--- src/rtl/tx_sel_pkg.sv ---
package tx_sel_pkg;
    typedef enum logic [2:0] {
        SYM_DATA = 3'd0,
        SYM_CTRL = 3'd1,
        SYM_FILL = 3'd2,
        SYM_VIOL = 3'd3,
        SYM_RAW  = 3'd4
    } sym_kind_e;

    typedef enum logic {
        WAIT_ST  = 1'b0,
        ARMED_ST = 1'b1
    } load_state_e;

    localparam logic [7:0] COMMA_BYTE = 8'hBC;
    localparam logic [9:0] COMMA_RAW  = 10'h17C;
endpackage

--- src/rtl/tx_load_fsm.sv ---
module tx_load_fsm
    import tx_sel_pkg::*;
(
    input  logic clk,
    input  logic rst_n,
    input  logic load_now_n,
    input  logic load_next_n,
    output logic capture
);
    load_state_e state_q, state_d;

    always_ff @(posedge clk) begin
        if (!rst_n) state_q <= WAIT_ST;
        else        state_q <= state_d;
    end

    always_comb begin
        state_d = state_q;
        unique case (state_q)
            WAIT_ST:  if (!load_next_n) state_d = ARMED_ST;
            ARMED_ST: if (load_next_n)  state_d = WAIT_ST;
            default:  state_d = WAIT_ST;
        endcase
    end

    always_comb begin
        capture = !load_now_n || (state_q == ARMED_ST);
    end


    armed_loads_chk: assert property (@(posedge clk) disable iff (!rst_n)
        !load_next_n |=> capture);
endmodule

--- src/rtl/tx_symbol_mux.sv ---
module tx_symbol_mux
    import tx_sel_pkg::*;
#(
    parameter int DATA_W = 8,
    localparam int RAW_W = DATA_W + 2
) (
    input  logic              capture,
    input  logic              raw_mode,
    input  logic              viol_req,
    input  logic              ctl_sel,
    input  logic [DATA_W-1:0] din,
    output sym_kind_e         kind,
    output logic [DATA_W-1:0] byte_out,
    output logic [RAW_W-1:0]  raw_out
);
    always_comb begin
        kind     = SYM_FILL;
        byte_out = DATA_W'(COMMA_BYTE);
        raw_out  = '0;
        if (raw_mode) begin
            kind     = SYM_RAW;
            byte_out = '0;
            raw_out  = capture ? {viol_req, din, ctl_sel} : RAW_W'(COMMA_RAW);
        end else if (viol_req) begin
            kind     = SYM_VIOL;
            byte_out = '0;
        end else if (capture) begin
            kind     = ctl_sel ? SYM_CTRL : SYM_DATA;
            byte_out = din;
        end
    end
endmodule

--- src/rtl/tx_symbol_sel.sv ---
module tx_symbol_sel
    import tx_sel_pkg::*;
#(
    parameter int DATA_W = 8,
    localparam int RAW_W = DATA_W + 2
) (
    input  logic              clk,
    input  logic              rst_n,
    input  logic [DATA_W-1:0] din,
    input  logic              ctl_sel,
    input  logic              viol_req,
    input  logic              load_now_n,
    input  logic              load_next_n,
    input  logic              raw_mode,
    input  logic              optic_off,
    output logic [2:0]        sym_kind,
    output logic [DATA_W-1:0] sym_byte,
    output logic [RAW_W-1:0]  raw_word,
    output logic [2:0]        lane_en
);
    logic              capture;
    sym_kind_e         kind_d;
    logic [DATA_W-1:0] byte_d;
    logic [RAW_W-1:0]  raw_d;

    tx_load_fsm u_fsm (
        .clk         (clk),
        .rst_n       (rst_n),
        .load_now_n  (load_now_n),
        .load_next_n (load_next_n),
        .capture     (capture)
    );

    tx_symbol_mux #(.DATA_W(DATA_W)) u_mux (
        .capture  (capture),
        .raw_mode (raw_mode),
        .viol_req (viol_req),
        .ctl_sel  (ctl_sel),
        .din      (din),
        .kind     (kind_d),
        .byte_out (byte_d),
        .raw_out  (raw_d)
    );

    always_ff @(posedge clk) begin
        if (!rst_n) begin
            sym_kind <= SYM_FILL;
            sym_byte <= DATA_W'(COMMA_BYTE);
            raw_word <= '0;
            lane_en  <= 3'b100;
        end else begin
            sym_kind <= kind_d;
            sym_byte <= byte_d;
            raw_word <= raw_d;
            lane_en  <= {1'b1, !optic_off, !optic_off};
        end
    end


    viol_wins_chk: assert property (@(posedge clk) disable iff (!rst_n)
        (!raw_mode && viol_req) |=> (sym_kind == SYM_VIOL && sym_byte == '0));

    idle_fill_chk: assert property (@(posedge clk) disable iff (!rst_n)
        (!raw_mode && !viol_req && !capture) |=> (sym_kind == SYM_FILL));

    raw_kind_chk: assert property (@(posedge clk) disable iff (!rst_n)
        raw_mode |=> (sym_kind == SYM_RAW));

    optic_gate_chk: assert property (@(posedge clk) disable iff (!rst_n)
        optic_off |=> (lane_en[1:0] == 2'b00));

    lane_c_on_chk: assert property (@(posedge clk) disable iff (!rst_n)
        rst_n |=> lane_en[2]);
endmodule

--- config.mk ---
export PLATFORM = sky130hd
export DESIGN_NAME = tx_symbol_sel
export DESIGN_NICKNAME = d
export VERILOG_FILES = /design/src/rtl/tx_sel_pkg.sv /design/src/rtl/tx_load_fsm.sv /design/src/rtl/tx_symbol_mux.sv /design/src/rtl/tx_symbol_sel.sv
export SDC_FILE = /design/constraint.sdc
export NUM_CORES = 1
export LEC_CHECK = 0
export BUFFER_PORTS_ARGS = -buffer_cell sky130_fd_sc_hd__buf_2
export CAP_MARGIN = 30
export CORE_UTILIZATION = 44
export DETAILED_ROUTE_END_ITERATION = 10
export GPL_TIMING_DRIVEN = 0
export PLACE_DENSITY = 0.86
export SYNTH_ARGS = -nofsm -noshare
export SYNTH_HDL_FRONTEND = slang
export SYNTH_HIERARCHICAL = 1
export SYNTH_SLANG_ARGS = --single-unit
--- constraint.sdc ---
create_clock -name clk -period 1.4 [get_ports clk]
set_input_delay 0.07 -clock clk [delete_from_list [all_inputs] [get_ports clk]]
set_output_delay 0.07 -clock clk [all_outputs]
set_load 0.005 [all_outputs]
==> results of run 1 <==
[cell usage in the layout (no fill, tap or decap)]
cell / count
dfxtp_1: 23
a21oi_1: 2
clkbuf_4: 4
clkbuf_2: 1
nand2b_1: 5
and2_2: 2
nor3_1: 5
buf_2: 38
nor2b_1: 10
nor2_1: 1
a21boi_0: 1
and2_1: 16
dlygate4sd3_1: 2
or2b_1: 2
conb_1: 1
nor3b_2: 1
nor2b_4: 2
buf_4: 5
and3_1: 4
clkinv_2: 1
inv_1: 2
[cell families (layout without fill, tap and decap cells)]
kind of cell    Yosys count  after routing  share of synthesized area (%)
buf+inv                  10             53                           7.26
compound gates            3              3                           2.03
other cells               1              1                          0.435
simple gates             48             48                           36.9
flops                    23             23                           53.4
[sequential cells by signal (all words and copies together), names as in the netlist]
name and cells:
u_fsm/state_q 1, sym_byte 8, sym_kind 3, lane_en 1, raw_word 10
[critical path: stages (launching register included)]
cell and delay [ns]:
dfxtp_1 0.32, nand2b_1 0.16, buf_4 0.18, nor3b_2 0.17, and2_1 0.15, and2_1 0.14
[per-layer routing]
layer / up-vias / GRT usage, %
li1: 346 / -
met1: 304 / 17.7
met2: 25 / 26.8
met3: 2 / 7.06
met4: 0 / 5.29
met5: - / 0
[repair_timing]
action                                 in CTS  in global routing
endpoints found under the hold margin       2                  0
hold buffers                                2                  0
setup buffers                               0                  0
resized for setup                           0                  0
[per-stage QoR]
| stage | hold slack, ns | utilization [%] | worst slack (ns) |
|---|---|---|---|
| finish | 0.0298 | 63.2 | 0.196 |
| global route | 0.0111 | 63.2 | 0.109 |
| CTS | 0.0226 | 63.2 | 0.190 |
| detailed placement | 0.257 | 60.5 | 0.216 |
| global placement | 0.254 | 60.5 | 0.234 |
| floorplan | 0.134 | - | 0.284 |
[final timing paths]
check                             endpoint  slack (ns)  depth (start not counted)
hold / removal    u_fsm/state_q$_SDFF_PN0_        0.03                          2
hold reg to reg     raw_word[8]$_SDFF_PN0_        0.85                          4
setup reg to reg    sym_byte[1]$_SDFF_PN0_        0.20                          5
setup / recovery    sym_byte[1]$_SDFF_PN0_        0.20                          5
[power groups by stage]
| stage | Clock [mW] | Combinational [mW] | Sequential [mW] |
|---|---|---|---|
| 6_report | 0.297 | 0.158 | 0.694 |
| 5_1_grt | 0.344 | 0.177 | 0.698 |
| 3_3_place_gp | 0 | 0.151 | 0.709 |
| 2_1_floorplan | 0 | 0.0801 | 0.715 |
| 3_5_place_dp | 0 | 0.155 | 0.709 |
| 4_1_cts | 0.309 | 0.160 | 0.694 |
[cell type report]
| class | instances | share of cell area [%] |
|---|---|---|
| clock buffer | 3 | 2.00 |
| inverter | 2 | 0.667 |
| buffer | 8 | 4.89 |
| tap | 25 | 2.78 |
| multi-input combinational | 52 | 30.1 |
| clock inverter | 1 | 0.444 |
| timing repair buffer | 39 | 18.2 |
| sequential | 23 | 40.9 |
==> metrics, run 1 <==
design internal power 884 uW; first drt pass iteration count 3; Synth top area share 53.4%; met2 WL post-DR 770 um; Clock Sinks 23; Psw 266 uW; most common cell in the netlist dfxtp_1; Starting Density 48.4%; drt drc 0; largest net degree at the start of global routing 14; largest cells by area after synthesis dfxtp_1 (53%), and2_1 (12%), nor2b_1 (7.3%); Die Wd 46.3 um; Async SR Flop Fraction 0%; Iteration-0 DRC Markers 6; min-delay worst type primary input to flip-flop; max_cap viols 0; Non-Filler Instances 153; placed insts 147; Worst Path Required 1.61 ns; CTS root buffer clkbuf_4; # port buffers 37; Syn Inst Count 85; fill cell count 160; Mapped Area 862 um^2; Max Transition Viols Final 0; switch share 23.1%; Antenna Diode Count 0; Reg clk slew, reported paths 0.12 ns; DRT met1 WL 620 um; multi-input logic area 339 um^2; Setup Total Neg Slack 0 ns; Seq/Total Area, Yosys 53.4%; Via-to-Cell Ratio 4.42; hold path startpoint rst_n; clock latency on the worst-skew pair 0.31 ns; Max Used Layer met4; Critical Path AT 1.42 ns; fin crit share 86.0%; die footprint 2140 um^2; Setup Viol. Count Final 0; placed standard-cell area 1080 um^2; Tmin final 1.20 ns; Leak 0.582 nW; Synth cell types 19; met3 WL 91 um; number of global-route vias before repair 566; CP Launch Type flip-flop; Comb pwr share 13.8%; post-route cell area 1130 um^2; Syn Area/Cell 10.1 um^2; HPWL after DPL 1.13 mm; Worst Setup SP u_fsm/state_q$_SDFF_PN0_; CTS Buf Count 3; flop and latch count out of synthesis 23; outcome finished, final reports clean; Syn Nets 101; pwr/cell area 1020 nW/um^2; crit end category flip-flop; EDFF count, synth 0; Final Hold Fails 0; detailed-route wire length per cell 9.76 um; num rows 15; initial antenna violation count 0; cell taking the most area after synthesis dfxtp_1; critical path class flip-flop to flip-flop; clock power share 25.9%; Post-synth top cells dfxtp_1 (23), and2_1 (16), nor2b_1 (10); GRT Overall Usage 15.9%; RSZ-0062 raised after global routing false; skew final 0.00580 ns; H-tree levels 1; DIE HEIGHT 46.3 um; synth warn 6; CTS tree yes; via count 677; nets 145; RePlAce Congestion 0.730; clk buf depth 2; Fmax 0.831 GHz; share of layout cells above drive strength 1 42.2%; aggregate global routing overflow 0; placeable core area 1780 um^2; Tot Pwr 1.15 mW; routed wire length 1.49 mm; Top FF cell, synth dfxtp_1; first-pass GRT wire length 2.33 mm; crit-path max FO 10; Sequential Area 460 um^2; power share of the sequential group 60.4%; Detail Route Antenna Nets 0; IO Count 40; VDD IR max 957 uV; Layout area overhead 30.6%; worst r2r src u_fsm/state_q$_SDFF_PN0_
(Power assumes the default switching activity.)
==> run 2: changes to the inputs <==
Settings changed: ABC_AREA from default to 1, CORE_UTILIZATION 44 to 43, PLACE_DENSITY 0.86 to 0.85.
==> metrics, run 2 <==
outcome finished, final reports clean; Reg clk slew, reported paths 0.11 ns; cell taking the most area after synthesis dfxtp_1; Antenna Diode Count 0; Top FF cell, synth dfxtp_1; Mapped Area 833 um^2; VDD IR max 598 uV; Critical Path Max Stage Delay 0.32 ns; RePlAce Congestion 0.813; nets 173; clock latency on the worst-skew pair 0.30 ns; RSZ-0062 raised after global routing false; via count 742; Syn Area/Cell 7.44 um^2; design internal power 872 uW; Post-synth top cells nand2_1 (27), inv_1 (25), nor2_1 (25); Seq/Total Area, Yosys 55.3%; share of layout cells above drive strength 1 32.1%; placed insts 175; HPWL after DPL 1.13 mm; Async SR Flop Fraction 0%; Iteration-0 DRC Markers 8; fill cell count 193; CTS tree yes; Post-Route Utilization 62.4%; Setup Viol. Count Final 0; critical path class flip-flop to flip-flop; largest cells by area after synthesis dfxtp_1 (55%), nand2_1 (12%), inv_1 (11%); largest register by flop count raw_word; Synth top area share 55.3%; Non-Filler Instances 181; placeable core area 1760 um^2; flop and latch count out of synthesis 23; die footprint 2120 um^2; crit-path max FO 7; Die Wd 46.0 um; EDFF count, synth 0; drt drc 0; detailed-route wire length per cell 8.00 um; Syn Inst Count 112; pwr/cell area 1030 nW/um^2; first drt pass iteration count 4; Psw 264 uW; most common cell in the netlist nand2_1; FF-to-FF setup slack 0.34 ns; synth warn 6; Tot Pwr 1.14 mW; num rows 15; Starting Density 47.2%; Max Transition Viols Final 0; Clock Sinks 23; clk buf depth 2; switch share 23.2%; IO Count 40; commonest non-fill, non-tap cell in the layout buf_2; Setup Total Neg Slack 0 ns; skew final 0.00264 ns; slowest CP cell dfxtp_1; DIE HEIGHT 46.0 um; Syn Nets 128; # port buffers 38; Detail Route Antenna Nets 0; Post-CTS Resized 0; Via-to-Cell Ratio 4.10; H-tree levels 1; aggregate global routing overflow 0; Tmin final 1.06 ns; Final Hold Fails 0; Layout area overhead 32.1%; first-pass GRT wire length 2.21 mm; post-route cell area 1100 um^2; min-delay worst type primary input to flip-flop; number of global-route vias before repair 604; most frequent cells in the layout buf_2 (38), nand2_1 (27), inv_1 (25), nor2_1 (25), dfxtp_1 (23); placed standard-cell area 1050 um^2; largest net degree at the start of global routing 13; Critical Path AT 1.27 ns; power share of the sequential group 61.0%; CTS root buffer clkbuf_4; crit end category flip-flop; biggest regs raw_word: 10 flops, sym_byte: 8 flops, sym_kind: 3 flops; CP Launch Type flip-flop; max_cap viols 0; CTS Buf Count 3; clock power share 25.2%; routed wire length 1.45 mm; initial antenna violation count 0; Synth cell types 11; Largest register FFs 10; fin crit share 75.7%; GRT Overall Usage 14.9%; Fmax 0.944 GHz; Leak 0.703 nW; Worst Path Required 1.61 ns; worst-path cell chain inv_1, nand2_1, inv_2, nor2_1, nor2_1, nand2_1, inv_1; Comb pwr share 13.8%
==> run 2: power groups by stage <==
stage                     logic [mW]  registers [mW]  clock network, mW
after floorplan               0.0792           0.715                  0
after global placement         0.149           0.708                  0
after detailed placement       0.154           0.709                  0
after CTS                      0.159           0.694              0.301
after global routing           0.179           0.697              0.328
final                          0.157           0.694              0.286
==> run 2: final timing paths <==
check                                         startpoint                     end  depth (start not counted)
worst max-delay path            u_fsm/state_q$_SDFF_PN0_  raw_word[4]$_SDFF_PN0_                          7
worst min-delay path                               rst_n   lane_en[0]$_SDFF_PN0_                          3
worst max register to register  u_fsm/state_q$_SDFF_PN0_  raw_word[4]$_SDFF_PN0_                          7
worst min register to register  u_fsm/state_q$_SDFF_PN0_  sym_byte[1]$_SDFF_PN0_                          6
==> run 2: layout make-up <==
class / count / area (um^2) / area share (%)
Sequential cell: 23 / 460 / 41.8
Multi-Input combinational cell: 57 / 226 / 20.6
Buffer: 5 / 45.0 / 4.09
Tap cell: 25 / 31.3 / 2.84
Timing Repair Buffer: 40 / 210 / 19.1
Clock buffer: 4 / 26.3 / 2.39
Inverter: 27 / 101 / 9.20
==> run 2: logic make-up after synthesis <==
group	count (synthesis)	share of synthesized area, %
and+or+nand+nor	54	25.5
AOI/OAI and AO/OA	2	1.20
other	1	0.450
buffers and inverters	32	17.6
DFF	23	55.3
==> run 2: critical path, delay by kind of cell, from the launching register on <==
family	cells	cell delay, ns
buf+inv	3	0.17
flops	1	0.32
simple gates	4	0.47
==> run 2: what timing repair did <==
action	4_1_cts	5_1_grt
hold endpoints to repair	2	0
hold buffers	2	0
setup buffers	0	0
==> run 2: metrics by stage <==
stage                     setup WS [ns]  hold slack, ns
after floorplan                   0.507           0.137
after global placement            0.397           0.227
after detailed placement          0.354           0.227
after CTS                         0.330         0.00756
after global routing              0.193          0.0175
final                             0.341          0.0167
==> run 2: metal layers <==
| metal | global-route usage [%] | part of all wire [%] | wire, um |
|---|---|---|---|
| met4 | 8.82 | 0.69 | 10 |
| met5 | 0 | 0 | 0 |
| met3 | 4.76 | 6.8 | 99 |
| met2 | 26.5 | 51 | 744 |
| met1 | 15.0 | 41 | 593 |
==> run 3: changes to the inputs <==
Clock period 1.4 ns to 1.08 ns, I/O delays scaled along.
==> metrics, run 3 (synthesis gave the netlist of run 2 again) <==
Setup Total Neg Slack 0 ns; Tot Pwr 1.48 mW; H-tree levels 1; Antenna Diode Count 0; Worst Path Required 1.29 ns; Worst Setup SP u_fsm/state_q$_SDFF_PN0_; Largest register FFs 10; pwr/cell area 1330 nW/um^2; worst r2r src u_fsm/state_q$_SDFF_PN0_; Non-Filler Instances 181; CP endpoint raw_word[5]$_SDFF_PN0_; Final Hold Fails 0; commonest non-fill, non-tap cell in the layout buf_2; VDD IR max 775 uV; Fmax 1.07 GHz; detailed-route wire length per cell 7.93 um; most frequent cells in the layout buf_2 (38), nand2_1 (26), inv_1 (25), nor2_1 (25), dfxtp_1 (23); first-pass GRT wire length 2.22 mm; FF-to-FF setup slack 0.15 ns; Reg2Reg Depth 7; outcome finished, final reports clean; Iteration-0 DRC Markers 8; Clock Sinks 23; die footprint 2120 um^2; largest net degree at the start of global routing 13; Detail Route Antenna Nets 0; CP Launch Type flip-flop; nets 173; Leak 0.706 nW; CTS Buf Count 3; routed wire length 1.44 mm; Max Transition Viols Final 0; hold path startpoint rst_n; Die Wd 46.0 um; crit end category flip-flop; RePlAce Congestion 0.813; HPWL after DPL 1.13 mm; num rows 15; number of global-route vias before repair 607; Tmin final 0.932 ns; Via-to-Cell Ratio 4.14; RSZ-0062 raised after global routing false; Layout area overhead 33.0%; Starting Density 47.2%; IO Count 40; fill cell count 192; min-delay worst type primary input to flip-flop; initial antenna violation count 0; placeable core area 1760 um^2; via count 749; Setup Viol. Count Final 0; DIE HEIGHT 46.0 um; share of layout cells above drive strength 1 32.7%; Reg clk slew, reported paths 0.11 ns; GRT Overall Usage 15.0%; clock latency on the worst-skew pair 0.29 ns; biggest regs raw_word: 10 flops, sym_byte: 8 flops, sym_kind: 3 flops; crit-path max FO 7; capturing point of the worst reg2reg path raw_word[5]$_SDFF_PN0_; clk buf depth 2; placed insts 175; Critical Path AT 1.14 ns; postcts setup bufs 0; skew final 0.00370 ns; first drt pass iteration count 4; # port buffers 38; CTS tree yes; CTS root buffer clkbuf_4; max_cap viols 0; aggregate global routing overflow 0; largest register by flop count raw_word; critical path class flip-flop to flip-flop; drt drc 0; fin crit share 86.3%
-- run 3: changes by cell type in the layout (fill, tap and decap cells not counted) --
cell	delta
nand2_1	-1
nand2_4	+1
-- run 3: metrics by stage --
stage | setup slack, ns | area [um^2] | hold slack [ns] | utilization, %
5_1_grt | 0.0396 | 1110 | 0.00846 | 62.8
4_1_cts | 0.0101 | 1110 | 0.00839 | 63.0
3_5_place_dp | 0.0341 | 1050 | 0.211 | 59.8
6_report | 0.148 | 1110 | 0.00595 | 62.8
3_3_place_gp | 0.0769 | 1050 | 0.211 | 59.8
2_1_floorplan | 0.187 | 833 | 0.121 | -
-- run 3: where the power goes --
part	total, mW	leakage, nW	internal, mW	switching, mW
clock network	0.369	0.0150	0.144	0.226
logic	0.207	0.500	0.0982	0.108
registers	0.899	0.190	0.891	0.00860
-- run 3: area by class of cell --
type | instances | area, um^2 | share of cell area [%]
Sequential cell | 23 | 460 | 41.5
Multi-Input combinational cell | 57 | 234 | 21.1
Clock buffer | 4 | 26.3 | 2.37
Inverter | 27 | 101 | 9.14
Timing Repair Buffer | 40 | 210 | 19.0
Tap cell | 25 | 31.3 | 2.82
Buffer | 5 | 45.0 | 4.06
-- run 3: worst min-delay path by stage --
stage | endpoint | slack [ns] | cells after the start
4_1_cts | sym_byte[6]$_SDFF_PN0_ | 0.008 | 3
2_1_floorplan | u_fsm/state_q$_SDFF_PN0_ | 0.12 | 1
3_5_place_dp | lane_en[0]$_SDFF_PN0_ | 0.21 | 2
5_1_grt | sym_byte[6]$_SDFF_PN0_ | 0.008 | 3
6_report | lane_en[0]$_SDFF_PN0_ | 0.006 | 3
3_3_place_gp | lane_en[0]$_SDFF_PN0_ | 0.21 | 2
-- run 3: routing by layer --
metal / vias to the layer above / part of all wire (%) / track usage, %
met5: - / 0 / 0
met3: 2 / 6.9 / 4.76
met4: 0 / 0.70 / 8.82
li1: 394 / - / -
met1: 327 / 40 / 15.3
met2: 26 / 52 / 26.5
-- run 3: repair_timing --
action	CTS	global route
hold buffers	3	0
resized for setup	0	2
endpoints found under the setup margin	0	12
hold endpoints to repair	2	0
-- run 3: critical path, cell delays in order (launching register included) --
cell     delay [ns]
dfxtp_1        0.32
inv_1          0.05
nand2_4        0.09
inv_2          0.07
nor2_1         0.14
nor2_1         0.06
nand2_1        0.07
inv_1          0.04
